**src/rtl/byte_rmw_pkg.sv**
```systemverilog
package byte_rmw_pkg;

    typedef enum logic [2:0] {
        S_IDLE,
        S_RD_ADDR,
        S_RD_DATA,
        S_WR_REQ,
        S_WR_RESP
    } rmw_state_e;

    localparam logic [1:0] RESP_OKAY  = 2'b00;
    localparam logic [1:0] BURST_INCR = 2'b01;

    // word index of target registers (address bits [3:2])
    localparam int unsigned REG_CTRL = 0;
    localparam int unsigned REG_BASE = 1;

endpackage

```
**src/rtl/byte_rmw_regs.sv**
```systemverilog
module byte_rmw_regs
    import byte_rmw_pkg::*;
#(
    parameter int CSR_AW = 4,
    parameter int CSR_DW = 32,
    parameter int ADDR_W = 32
) (
    input  logic              clk,
    input  logic              rst_n,
    input  logic [CSR_AW-1:0] s_awaddr,
    input  logic              s_awvalid,
    output logic              s_awready,
    input  logic [CSR_DW-1:0] s_wdata,
    input  logic              s_wvalid,
    output logic              s_wready,
    output logic [1:0]        s_bresp,
    output logic              s_bvalid,
    input  logic              s_bready,
    input  logic [CSR_AW-1:0] s_araddr,
    input  logic              s_arvalid,
    output logic              s_arready,
    output logic [CSR_DW-1:0] s_rdata,
    output logic [1:0]        s_rresp,
    output logic              s_rvalid,
    input  logic              s_rready,
    input  logic              busy_i,
    input  logic              done_i,
    input  logic              err_i,
    output logic              start_o,
    output logic [ADDR_W-1:0] base_o
);
    localparam int SEL_W = CSR_AW - 2;

    logic              wr_go, rd_go, start_acc;
    logic [SEL_W-1:0]  wsel, rsel;
    logic              done_q, err_q, start_q;
    logic [ADDR_W-1:0] base_q;
    logic              unused_lowbits;

    assign unused_lowbits = ^{s_awaddr[1:0], s_araddr[1:0]};
    assign wsel      = s_awaddr[CSR_AW-1:2];
    assign rsel      = s_araddr[CSR_AW-1:2];
    assign wr_go     = s_awvalid && s_wvalid && !s_bvalid;
    assign s_awready = s_wvalid && !s_bvalid;
    assign s_wready  = s_awvalid && !s_bvalid;
    assign rd_go     = s_arvalid && !s_rvalid;
    assign s_arready = !s_rvalid;
    assign s_bresp   = RESP_OKAY;
    assign s_rresp   = RESP_OKAY;
    assign start_o   = start_q;
    assign base_o    = base_q;
    assign start_acc = start_q && !busy_i;

    always_ff @(posedge clk) begin
        if (!rst_n) begin
            s_bvalid <= 1'b0;
            start_q  <= 1'b0;
            base_q   <= '0;
            done_q   <= 1'b0;
            err_q    <= 1'b0;
            s_rvalid <= 1'b0;
            s_rdata  <= '0;
        end else begin
            start_q <= wr_go && (wsel == SEL_W'(REG_CTRL)) && s_wdata[0];
            if (wr_go) begin
                s_bvalid <= 1'b1;
                if (wsel == SEL_W'(REG_BASE))
                    base_q <= s_wdata[ADDR_W-1:0];
            end else if (s_bvalid && s_bready) begin
                s_bvalid <= 1'b0;
            end
            if (done_i)
                done_q <= 1'b1;
            else if (start_acc)
                done_q <= 1'b0;
            if (err_i)
                err_q <= 1'b1;
            else if (start_acc)
                err_q <= 1'b0;
            if (rd_go) begin
                s_rvalid <= 1'b1;
                if (rsel == SEL_W'(REG_CTRL))
                    s_rdata <= CSR_DW'({err_q, done_q, busy_i});
                else if (rsel == SEL_W'(REG_BASE))
                    s_rdata <= CSR_DW'(base_q);
                else
                    s_rdata <= '0;
            end else if (s_rvalid && s_rready) begin
                s_rvalid <= 1'b0;
            end
        end
    end

    // an accepted start leaves done cleared in the next cycle
    p_done_clear_r7: assert property (@(posedge clk) disable iff (!rst_n)
        start_acc && !done_i |=> !done_q);

    // error stays set until a start is accepted
    p_err_sticky_r8: assert property (@(posedge clk) disable iff (!rst_n)
        err_q && !start_acc |=> err_q);

    // a target read response is held until taken
    p_rresp_hold_r2: assert property (@(posedge clk) disable iff (!rst_n)
        s_rvalid && !s_rready |=> s_rvalid && $stable(s_rdata));

endmodule

```
**src/rtl/byte_rmw_seq.sv**
```systemverilog
module byte_rmw_seq
    import byte_rmw_pkg::*;
#(
    parameter int ADDR_W  = 32,
    parameter int DATA_W  = 32,
    parameter int RUN_LEN = 10,
    parameter int ADD_VAL = 3
) (
    input  logic                clk,
    input  logic                rst_n,
    input  logic                start_i,
    input  logic [ADDR_W-1:0]   base_i,
    output logic                busy_o,
    output logic                done_o,
    output logic                err_o,
    output logic [ADDR_W-1:0]   m_araddr,
    output logic [7:0]          m_arlen,
    output logic [2:0]          m_arsize,
    output logic [1:0]          m_arburst,
    output logic                m_arvalid,
    input  logic                m_arready,
    input  logic [DATA_W-1:0]   m_rdata,
    input  logic [1:0]          m_rresp,
    input  logic                m_rlast,
    input  logic                m_rvalid,
    output logic                m_rready,
    output logic [ADDR_W-1:0]   m_awaddr,
    output logic [7:0]          m_awlen,
    output logic [2:0]          m_awsize,
    output logic [1:0]          m_awburst,
    output logic                m_awvalid,
    input  logic                m_awready,
    output logic [DATA_W-1:0]   m_wdata,
    output logic [DATA_W/8-1:0] m_wstrb,
    output logic                m_wlast,
    output logic                m_wvalid,
    input  logic                m_wready,
    input  logic [1:0]          m_bresp,
    input  logic                m_bvalid,
    output logic                m_bready
);
    localparam int STRB_W = DATA_W / 8;
    localparam int LANE_W = (STRB_W > 1) ? $clog2(STRB_W) : 1;
    localparam int CNT_W  = $clog2(RUN_LEN + 1);
    localparam logic [7:0]       INC      = 8'(ADD_VAL);
    localparam logic [CNT_W-1:0] LAST_IDX = CNT_W'(RUN_LEN - 1);

    rmw_state_e        state_q, state_d;
    logic [ADDR_W-1:0] addr_q;
    logic [CNT_W-1:0]  idx_q;
    logic [7:0]        byte_q;
    logic              aw_sent_q, w_sent_q;
    logic [LANE_W-1:0] lane;
    logic              aw_fin, w_fin, last_item;
    logic              unused_rlast;

    assign unused_rlast = m_rlast;
    assign lane      = addr_q[LANE_W-1:0];
    assign aw_fin    = aw_sent_q || (m_awvalid && m_awready);
    assign w_fin     = w_sent_q || (m_wvalid && m_wready);
    assign last_item = (idx_q == LAST_IDX);

    // fixed single-beat transaction attributes
    assign m_araddr  = addr_q;
    assign m_awaddr  = addr_q;
    assign m_arlen   = 8'd0;
    assign m_awlen   = 8'd0;
    assign m_arsize  = 3'd0;
    assign m_awsize  = 3'd0;
    assign m_arburst = BURST_INCR;
    assign m_awburst = BURST_INCR;
    assign m_wlast   = 1'b1;
    assign m_wdata   = {STRB_W{byte_q + INC}};
    assign m_wstrb   = STRB_W'(1) << lane;

    // state register
    always_ff @(posedge clk) begin
        if (!rst_n)
            state_q <= S_IDLE;
        else
            state_q <= state_d;
    end

    // next state
    always_comb begin
        state_d = state_q;
        unique case (state_q)
            S_IDLE:    if (start_i)          state_d = S_RD_ADDR;
            S_RD_ADDR: if (m_arready)        state_d = S_RD_DATA;
            S_RD_DATA: if (m_rvalid)         state_d = S_WR_REQ;
            S_WR_REQ:  if (aw_fin && w_fin)  state_d = S_WR_RESP;
            S_WR_RESP: if (m_bvalid)         state_d = last_item ? S_IDLE : S_RD_ADDR;
            default:                         state_d = S_IDLE;
        endcase
    end

    // outputs
    always_comb begin
        m_arvalid = 1'b0;
        m_rready  = 1'b0;
        m_awvalid = 1'b0;
        m_wvalid  = 1'b0;
        m_bready  = 1'b0;
        done_o    = 1'b0;
        err_o     = 1'b0;
        busy_o    = 1'b1;
        unique case (state_q)
            S_IDLE:    busy_o = 1'b0;
            S_RD_ADDR: m_arvalid = 1'b1;
            S_RD_DATA: begin
                m_rready = 1'b1;
                err_o    = m_rvalid && (m_rresp != RESP_OKAY);
            end
            S_WR_REQ: begin
                m_awvalid = !aw_sent_q;
                m_wvalid  = !w_sent_q;
            end
            S_WR_RESP: begin
                m_bready = 1'b1;
                done_o   = m_bvalid && last_item;
                err_o    = m_bvalid && (m_bresp != RESP_OKAY);
            end
            default: busy_o = 1'b0;
        endcase
    end

    // datapath
    always_ff @(posedge clk) begin
        if (!rst_n) begin
            addr_q    <= '0;
            idx_q     <= '0;
            byte_q    <= '0;
            aw_sent_q <= 1'b0;
            w_sent_q  <= 1'b0;
        end else begin
            if (state_q == S_IDLE && start_i) begin
                addr_q <= base_i;
                idx_q  <= '0;
            end
            if (state_q == S_RD_DATA && m_rvalid)
                byte_q <= m_rdata[{lane, 3'b000} +: 8];
            if (state_q == S_WR_REQ) begin
                if (aw_fin && w_fin) begin
                    aw_sent_q <= 1'b0;
                    w_sent_q  <= 1'b0;
                end else begin
                    aw_sent_q <= aw_fin;
                    w_sent_q  <= w_fin;
                end
            end
            if (state_q == S_WR_RESP && m_bvalid) begin
                addr_q <= addr_q + ADDR_W'(1);
                idx_q  <= idx_q + CNT_W'(1);
            end
        end
    end

    // a read request is held with a stable address until accepted
    p_ar_hold_r4: assert property (@(posedge clk) disable iff (!rst_n)
        m_arvalid && !m_arready |=> m_arvalid && $stable(m_araddr));

    // a write request is held with a stable address until accepted
    p_aw_hold_r4: assert property (@(posedge clk) disable iff (!rst_n)
        m_awvalid && !m_awready |=> m_awvalid && $stable(m_awaddr));

    // no read is outstanding while a write is being issued or answered
    p_rd_wr_excl_r6: assert property (@(posedge clk) disable iff (!rst_n)
        m_arvalid |-> !m_awvalid && !m_wvalid && !m_bready);

    // exactly one byte lane enabled per write beat
    p_strobe_single_r5: assert property (@(posedge clk) disable iff (!rst_n)
        m_wvalid |-> $countones(m_wstrb) == 1);

    // after the final response the sequencer is idle
    p_done_then_idle_r7: assert property (@(posedge clk) disable iff (!rst_n)
        done_o |=> !busy_o);

endmodule

```
**src/rtl/byte_rmw_engine.sv**
```systemverilog
module byte_rmw_engine
    import byte_rmw_pkg::*;
#(
    parameter int CSR_AW  = 4,
    parameter int CSR_DW  = 32,
    parameter int ADDR_W  = 32,
    parameter int DATA_W  = 32,
    parameter int RUN_LEN = 10,
    parameter int ADD_VAL = 3
) (
    input  logic                clk,
    input  logic                rst_n,
    input  logic [CSR_AW-1:0]   s_awaddr,
    input  logic                s_awvalid,
    output logic                s_awready,
    input  logic [CSR_DW-1:0]   s_wdata,
    input  logic                s_wvalid,
    output logic                s_wready,
    output logic [1:0]          s_bresp,
    output logic                s_bvalid,
    input  logic                s_bready,
    input  logic [CSR_AW-1:0]   s_araddr,
    input  logic                s_arvalid,
    output logic                s_arready,
    output logic [CSR_DW-1:0]   s_rdata,
    output logic [1:0]          s_rresp,
    output logic                s_rvalid,
    input  logic                s_rready,
    output logic [ADDR_W-1:0]   m_araddr,
    output logic [7:0]          m_arlen,
    output logic [2:0]          m_arsize,
    output logic [1:0]          m_arburst,
    output logic                m_arvalid,
    input  logic                m_arready,
    input  logic [DATA_W-1:0]   m_rdata,
    input  logic [1:0]          m_rresp,
    input  logic                m_rlast,
    input  logic                m_rvalid,
    output logic                m_rready,
    output logic [ADDR_W-1:0]   m_awaddr,
    output logic [7:0]          m_awlen,
    output logic [2:0]          m_awsize,
    output logic [1:0]          m_awburst,
    output logic                m_awvalid,
    input  logic                m_awready,
    output logic [DATA_W-1:0]   m_wdata,
    output logic [DATA_W/8-1:0] m_wstrb,
    output logic                m_wlast,
    output logic                m_wvalid,
    input  logic                m_wready,
    input  logic [1:0]          m_bresp,
    input  logic                m_bvalid,
    output logic                m_bready
);
    logic              start_w, busy_w, done_w, err_w;
    logic [ADDR_W-1:0] base_w;

    byte_rmw_regs #(
        .CSR_AW(CSR_AW), .CSR_DW(CSR_DW), .ADDR_W(ADDR_W)
    ) u_regs (
        .clk(clk), .rst_n(rst_n),
        .s_awaddr(s_awaddr), .s_awvalid(s_awvalid), .s_awready(s_awready),
        .s_wdata(s_wdata), .s_wvalid(s_wvalid), .s_wready(s_wready),
        .s_bresp(s_bresp), .s_bvalid(s_bvalid), .s_bready(s_bready),
        .s_araddr(s_araddr), .s_arvalid(s_arvalid), .s_arready(s_arready),
        .s_rdata(s_rdata), .s_rresp(s_rresp), .s_rvalid(s_rvalid), .s_rready(s_rready),
        .busy_i(busy_w), .done_i(done_w), .err_i(err_w),
        .start_o(start_w), .base_o(base_w)
    );

    byte_rmw_seq #(
        .ADDR_W(ADDR_W), .DATA_W(DATA_W), .RUN_LEN(RUN_LEN), .ADD_VAL(ADD_VAL)
    ) u_seq (
        .clk(clk), .rst_n(rst_n),
        .start_i(start_w), .base_i(base_w),
        .busy_o(busy_w), .done_o(done_w), .err_o(err_w),
        .m_araddr(m_araddr), .m_arlen(m_arlen), .m_arsize(m_arsize),
        .m_arburst(m_arburst), .m_arvalid(m_arvalid), .m_arready(m_arready),
        .m_rdata(m_rdata), .m_rresp(m_rresp), .m_rlast(m_rlast),
        .m_rvalid(m_rvalid), .m_rready(m_rready),
        .m_awaddr(m_awaddr), .m_awlen(m_awlen), .m_awsize(m_awsize),
        .m_awburst(m_awburst), .m_awvalid(m_awvalid), .m_awready(m_awready),
        .m_wdata(m_wdata), .m_wstrb(m_wstrb), .m_wlast(m_wlast),
        .m_wvalid(m_wvalid), .m_wready(m_wready),
        .m_bresp(m_bresp), .m_bvalid(m_bvalid), .m_bready(m_bready)
    );

endmodule

```
**config.mk**
```make
export PLATFORM = sky130hd
export DESIGN_NAME = byte_rmw_engine
export DESIGN_NICKNAME = d
export VERILOG_FILES = /design/src/rtl/byte_rmw_pkg.sv /design/src/rtl/byte_rmw_regs.sv /design/src/rtl/byte_rmw_seq.sv /design/src/rtl/byte_rmw_engine.sv
export SDC_FILE = /design/constraint.sdc
export NUM_CORES = 1
export LEC_CHECK = 0
export BUFFER_PORTS_ARGS = -buffer_cell sky130_fd_sc_hd__buf_2
export CAP_MARGIN = 5
export CELL_PAD_IN_SITES_DETAIL_PLACEMENT = 1
export CELL_PAD_IN_SITES_GLOBAL_PLACEMENT = 1
export CORE_MARGIN = 5
export CORE_UTILIZATION = 34
export CTS_CLUSTER_SIZE = 14
export DETAILED_ROUTE_END_ITERATION = 10
export GPL_TIMING_DRIVEN = 0
export PLACE_DENSITY_LB_ADDON = 0.1
export SYNTH_ARGS = -nofsm -noshare
export SYNTH_HDL_FRONTEND = slang
export SYNTH_SLANG_ARGS = --single-unit
export TNS_END_PERCENT = 30
```
**constraint.sdc**
```tcl
create_clock -name clk -period 2.5 [get_ports clk]
set_clock_uncertainty 0.15 [all_clocks]
set_input_delay 0.5 -clock clk [delete_from_list [all_inputs] [get_ports clk]]
set_output_delay 0.5 -clock clk [all_outputs]
set_load 0.01 [all_outputs]
```
==> metrics.txt <==
# TYPE chip_impl_metric gauge
chip_impl_info{name="run_status",value="finished clean"} 1
chip_impl_metric{name="antenna-diode-count",unit=""} 0
chip_impl_metric{name="final_cell_count_no_fill",unit=""} 1257
chip_impl_metric{name="io_buffer_count",unit=""} 225
chip_impl_metric{name="route.vias.total",unit=""} 6231
chip_impl_metric{name="first_global_vias",unit=""} 6153
chip_impl_info{name="synth.area.top_cells",value="dfxtp_1, buf_4, nand2_1"} 1
chip_impl_metric{name="clk_sink_count",unit=""} 118
chip_impl_info{name="cp_cell_sequence",value="o2111ai_2 > nor2_2 > xor2_2 > buf_4 > buf_2"} 1
chip_impl_info{name="worst_path_dominant_cell_family",value="flip-flops"} 1
chip_impl_metric{name="relSlewSlack",unit=""} 0.552
chip_impl_metric{name="area_share_of_the_largest_cell_type_after_synthesis",unit=""} 0.388
chip_impl_metric{name="syn2layout_area_growth",unit="%"} 36.2
chip_impl_metric{name="synth-async-reset-ratio",unit=""} 0
chip_impl_metric{name="synth_xor_area_frac",unit=""} 0.0216
chip_impl_metric{name="synth_edf_count",unit=""} 0
chip_impl_metric{name="final_number_of_hold_violating_endpoints",unit=""} 0
chip_impl_info{name="grt_setup_unrepaired",value="true"} 1
chip_impl_metric{name="number_of_antenna_violations_at_the_first_check_in_global_routing",unit=""} 0
chip_impl_metric{name="worstPathMaxFanout",unit=""} 4
chip_impl_metric{name="tritoncts.num_buffers",unit=""} 17
chip_impl_metric{name="ys_seq_area_frac",unit=""} 0.388
chip_impl_metric{name="critPathRequiredTime",unit="ps"} 1850
chip_impl_info{name="cts_tree",value="yes"} 1
chip_impl_info{name="clk_root_buf",value="clkbuf_16"} 1
chip_impl_metric{name="post_synth_fa_ha_maj_area_fraction",unit=""} 0.0144
chip_impl_metric{name="viasPerCell",unit=""} 4.96
chip_impl_metric{name="grt_max_degree",unit=""} 17
chip_impl_metric{name="ff2ff_setup_slack",unit="ps"} 140
chip_impl_info{name="timing.setup.critical_path_class",value="reg2out"} 1
chip_impl_metric{name="final_critical_path_setup_slack",unit="ps"} 115
chip_impl_metric{name="cellLeakagePower",unit="uW"} 0.00369
chip_impl_info{name="timing.critical_path.slowest_stage_cell",value="dfxtp_1"} 1
chip_impl_metric{name="dr.first_iter.drc_count",unit=""} 328
chip_impl_metric{name="min_period_over_period",unit=""} 0.954
chip_impl_metric{name="layout-drive-gt1-share",unit=""} 0.388
chip_impl_info{name="postSynth.topFlopCell",value="dfxtp_1"} 1
chip_impl_metric{name="number_of_rows_in_the_core_area",unit=""} 49
chip_impl_metric{name="max_freq",unit="MHz"} 419
chip_impl_metric{name="drt.antenna.violating_nets",unit=""} 0
chip_impl_metric{name="worst_ir_drop_vdd",unit="V"} 0.000481
chip_impl_metric{name="setup_viols_final",unit=""} 0
chip_impl_metric{name="cp_num_buf_inv",unit=""} 2
chip_impl_metric{name="place_congestion",unit=""} 0.862
chip_impl_metric{name="post-route-min-period",unit="ps"} 2390
chip_impl_metric{name="wl_per_cell",unit="um"} 17.8
chip_impl_metric{name="gr-total-overflow",unit=""} 0
chip_impl_metric{name="maximum_level_of_the_cts_h_tree",unit=""} 4
chip_impl_metric{name="placement.setup.worst_slack",unit="ps"} -264
chip_impl_metric{name="ctsLongestPathBuffers",unit=""} 2
chip_impl_metric{name="fillerInstances",unit=""} 2251
chip_impl_metric{name="detail_route.first_pass.iterations",unit=""} 4
chip_impl_metric{name="synthDistinctLibCells",unit=""} 61
chip_impl_metric{name="track_usage",unit=""} 0.213
chip_impl_metric{name="simple_logic_cell_fraction_of_the_synthesized_area",unit=""} 0.216
chip_impl_metric{name="worst_skew_pair.late_latency",unit="ps"} 430
chip_impl_metric{name="core_utilization_of_the_finished_layout",unit=""} 0.467
chip_impl_metric{name="synth-seq-cells",unit=""} 118
chip_impl_metric{name="fin_setup_tns",unit="ps"} 0
chip_impl_metric{name="syn-instance-count",unit=""} 744
chip_impl_metric{name="worst-endpoint-arrival",unit="ps"} 1740
chip_impl_metric{name="floorplan.die.width",unit="um"} 144
chip_impl_metric{name="route.final.wire_length",unit="um"} 22400
chip_impl_metric{name="compound_cell_area_share_of_the_yosys_netlist",unit=""} 0.168
chip_impl_metric{name="maxCapViolations",unit=""} 0
chip_impl_metric{name="dieArea",unit="um^2"} 20700
chip_impl_metric{name="syn-mean-instance-area",unit="um^2"} 8.19
chip_impl_info{name="critical_path.endpoint_type",value="output pin"} 1
chip_impl_metric{name="postCtsHoldBufs",unit=""} 0
chip_impl_info{name="worst_hold_path_type",value="in2reg"} 1
chip_impl_metric{name="grt_first_pass_wirelength",unit="um"} 34200
chip_impl_metric{name="detailed_place_hpwl",unit="um"} 17700
chip_impl_metric{name="design.core.area",unit="um^2"} 17800
chip_impl_metric{name="die-height",unit="um"} 144
chip_impl_metric{name="cp_slowest_stage_delay",unit="ps"} 440
chip_impl_metric{name="transition_at_the_pin_with_the_smallest_max_transition_slack",unit="ps"} 672
chip_impl_metric{name="cts.clk_slew.worst_paths",unit="ps"} 60
chip_impl_metric{name="placed_cells_incl_taps",unit=""} 1227
chip_impl_metric{name="ioPinCount",unit=""} 262
chip_impl_metric{name="syn-cell-area",unit="um^2"} 6090
chip_impl_metric{name="initial_utilization",unit=""} 0.343
chip_impl_info{name="worst_setup_path_start_kind",value="flop"} 1
chip_impl_metric{name="synth.mux.area_fraction",unit=""} 0.0429
chip_impl_metric{name="route.detailed.drc",unit=""} 0
chip_impl_metric{name="final_net_count",unit=""} 1111
chip_impl_metric{name="yosys_warnings",unit=""} 0
chip_impl_info{name="netlist.top_cell.by_area",value="dfxtp_1"} 1
chip_impl_metric{name="final.hold.worst_slack",unit="ps"} 109
chip_impl_metric{name="power_density",unit="nW/um^2"} 593
chip_impl_info{name="synth_top_family_by_area",value="simple AND/OR/NAND/NOR gates"} 1
chip_impl_metric{name="finalMaxSlewViolations",unit=""} 0
-- layout by cell type (no fill, tap or decap), drive strengths merged, types with 7 or more instances in the layout --
master / n
mux4: 8
inv: 14
nand3: 18
nor4: 8
ha: 7
a21oi: 77
buf: 320
xnor2: 9
nor3: 15
dfxtp: 118
nand2: 122
o21ai: 12
a22oi: 43
clkbuf: 51
nor2: 63
conb: 31
nand4: 15
-- through the flow --
| step | total power, uW | instance area [um^2] |
|---|---|---|
| after CTS | 4970 | 8250 |
| after global placement | 2520 | 7620 |
| final | 4920 | 8300 |
| after floorplan | 2310 | 6200 |
| after global routing | 5130 | 8300 |
| after detailed placement | 2520 | 7620 |
-- registers in the layout, summed over array words and instances (netlist names), 3 cells and up --
signal,flops
u_regs.base_o,32
u_regs.s_rdata,32
u_seq.byte_q,8
u_seq.idx_q,4
u_seq.m_araddr,32
u_seq.state_q,3
-- cell usage after synthesis (2+ instances only) --
master,instances
xor2_1,6
o221ai_1,2
and2_1,3
nor4b_1,2
a21oi_1,77
xnor2_1,9
nor2_1,63
clkbuf_1,35
nor4_1,8
buf_4,87
mux2_2,6
mux4_2,7
inv_1,11
or3_1,4
o22ai_1,6
a211oi_1,4
and3_2,2
nor3_1,15
nor3b_1,2
o211ai_1,6
ha_1,7
nand3_1,17
nor2b_1,5
and4_1,4
buf_2,2
conb_1,2
dfxtp_1,118
o21ai_0,12
nand4_1,14
or4_1,2
and3_1,3
a22oi_1,43
or2_2,2
nand2_1,122
buf_6,6
a31oi_1,5
-- where the power goes --
part	total [uW]	switching (uW)	internal, uW	leakage [uW]
combinational	536	308	228	0.00246
clock	2430	939	1500	0.000275
sequential	1950	38.6	1910	0.000954
total	4920	1280	3640	0.00369
-- cells by family after synthesis --
kind of cell | count (synthesis)
fa+ha+maj | 7
flops | 118
compound gates | 166
xor+xnor | 15
mux | 15
simple gates | 279
other cells | 2
buf+inv | 142
-- layout make-up --
class	count	area, um^2	area share
multi-input combinational	513	3020	0.364
timing repair buffer	225	1130	0.136
inverter	12	45.0	0.00543
tap	229	287	0.0345
buffer	128	861	0.104
clock inverter	14	151	0.0182
clock buffer	18	439	0.0529
sequential	118	2370	0.285
-- routing by layer --
| metal | vias to the layer above | global-route usage | wire length (um) |
|---|---|---|---|
| li1 | 3044 | - | - |
| met4 | 0 | 0.0580 | 276 |
| met2 | 236 | 0.350 | 10400 |
| met1 | 2932 | 0.274 | 9510 |
| met3 | 19 | 0.0616 | 2270 |
| met5 | - | 0 | 0 |
-- worst paths after layout --
check | startpoint | endpoint | depth (start not counted)
min | s_rready | u_regs.s_rvalid | 2
max | u_seq.byte_q[4] | m_wdata[15] | 5
min reg2reg | u_seq.byte_q[1] | u_seq.byte_q[1] | 2
max reg2reg | u_seq.m_araddr[11] | u_seq.m_araddr[25] | 5
-- what timing repair did --
item | CTS | global route
pin swaps | 3 | 1
setup endpoints to repair | 25 | 42
gates resized for setup | 13 | 14
buffers inserted | 0 | 0
gates cloned | 0 | 0
-- worst register-to-register path: stages (launching register included) --
cell and delay [ps]:
dfxtp_1 470, and3_2 280, nand4_1 430, or4b_4 680, xor2_1 150, o22ai_1 90
Power figures use the tool's default switching activity.
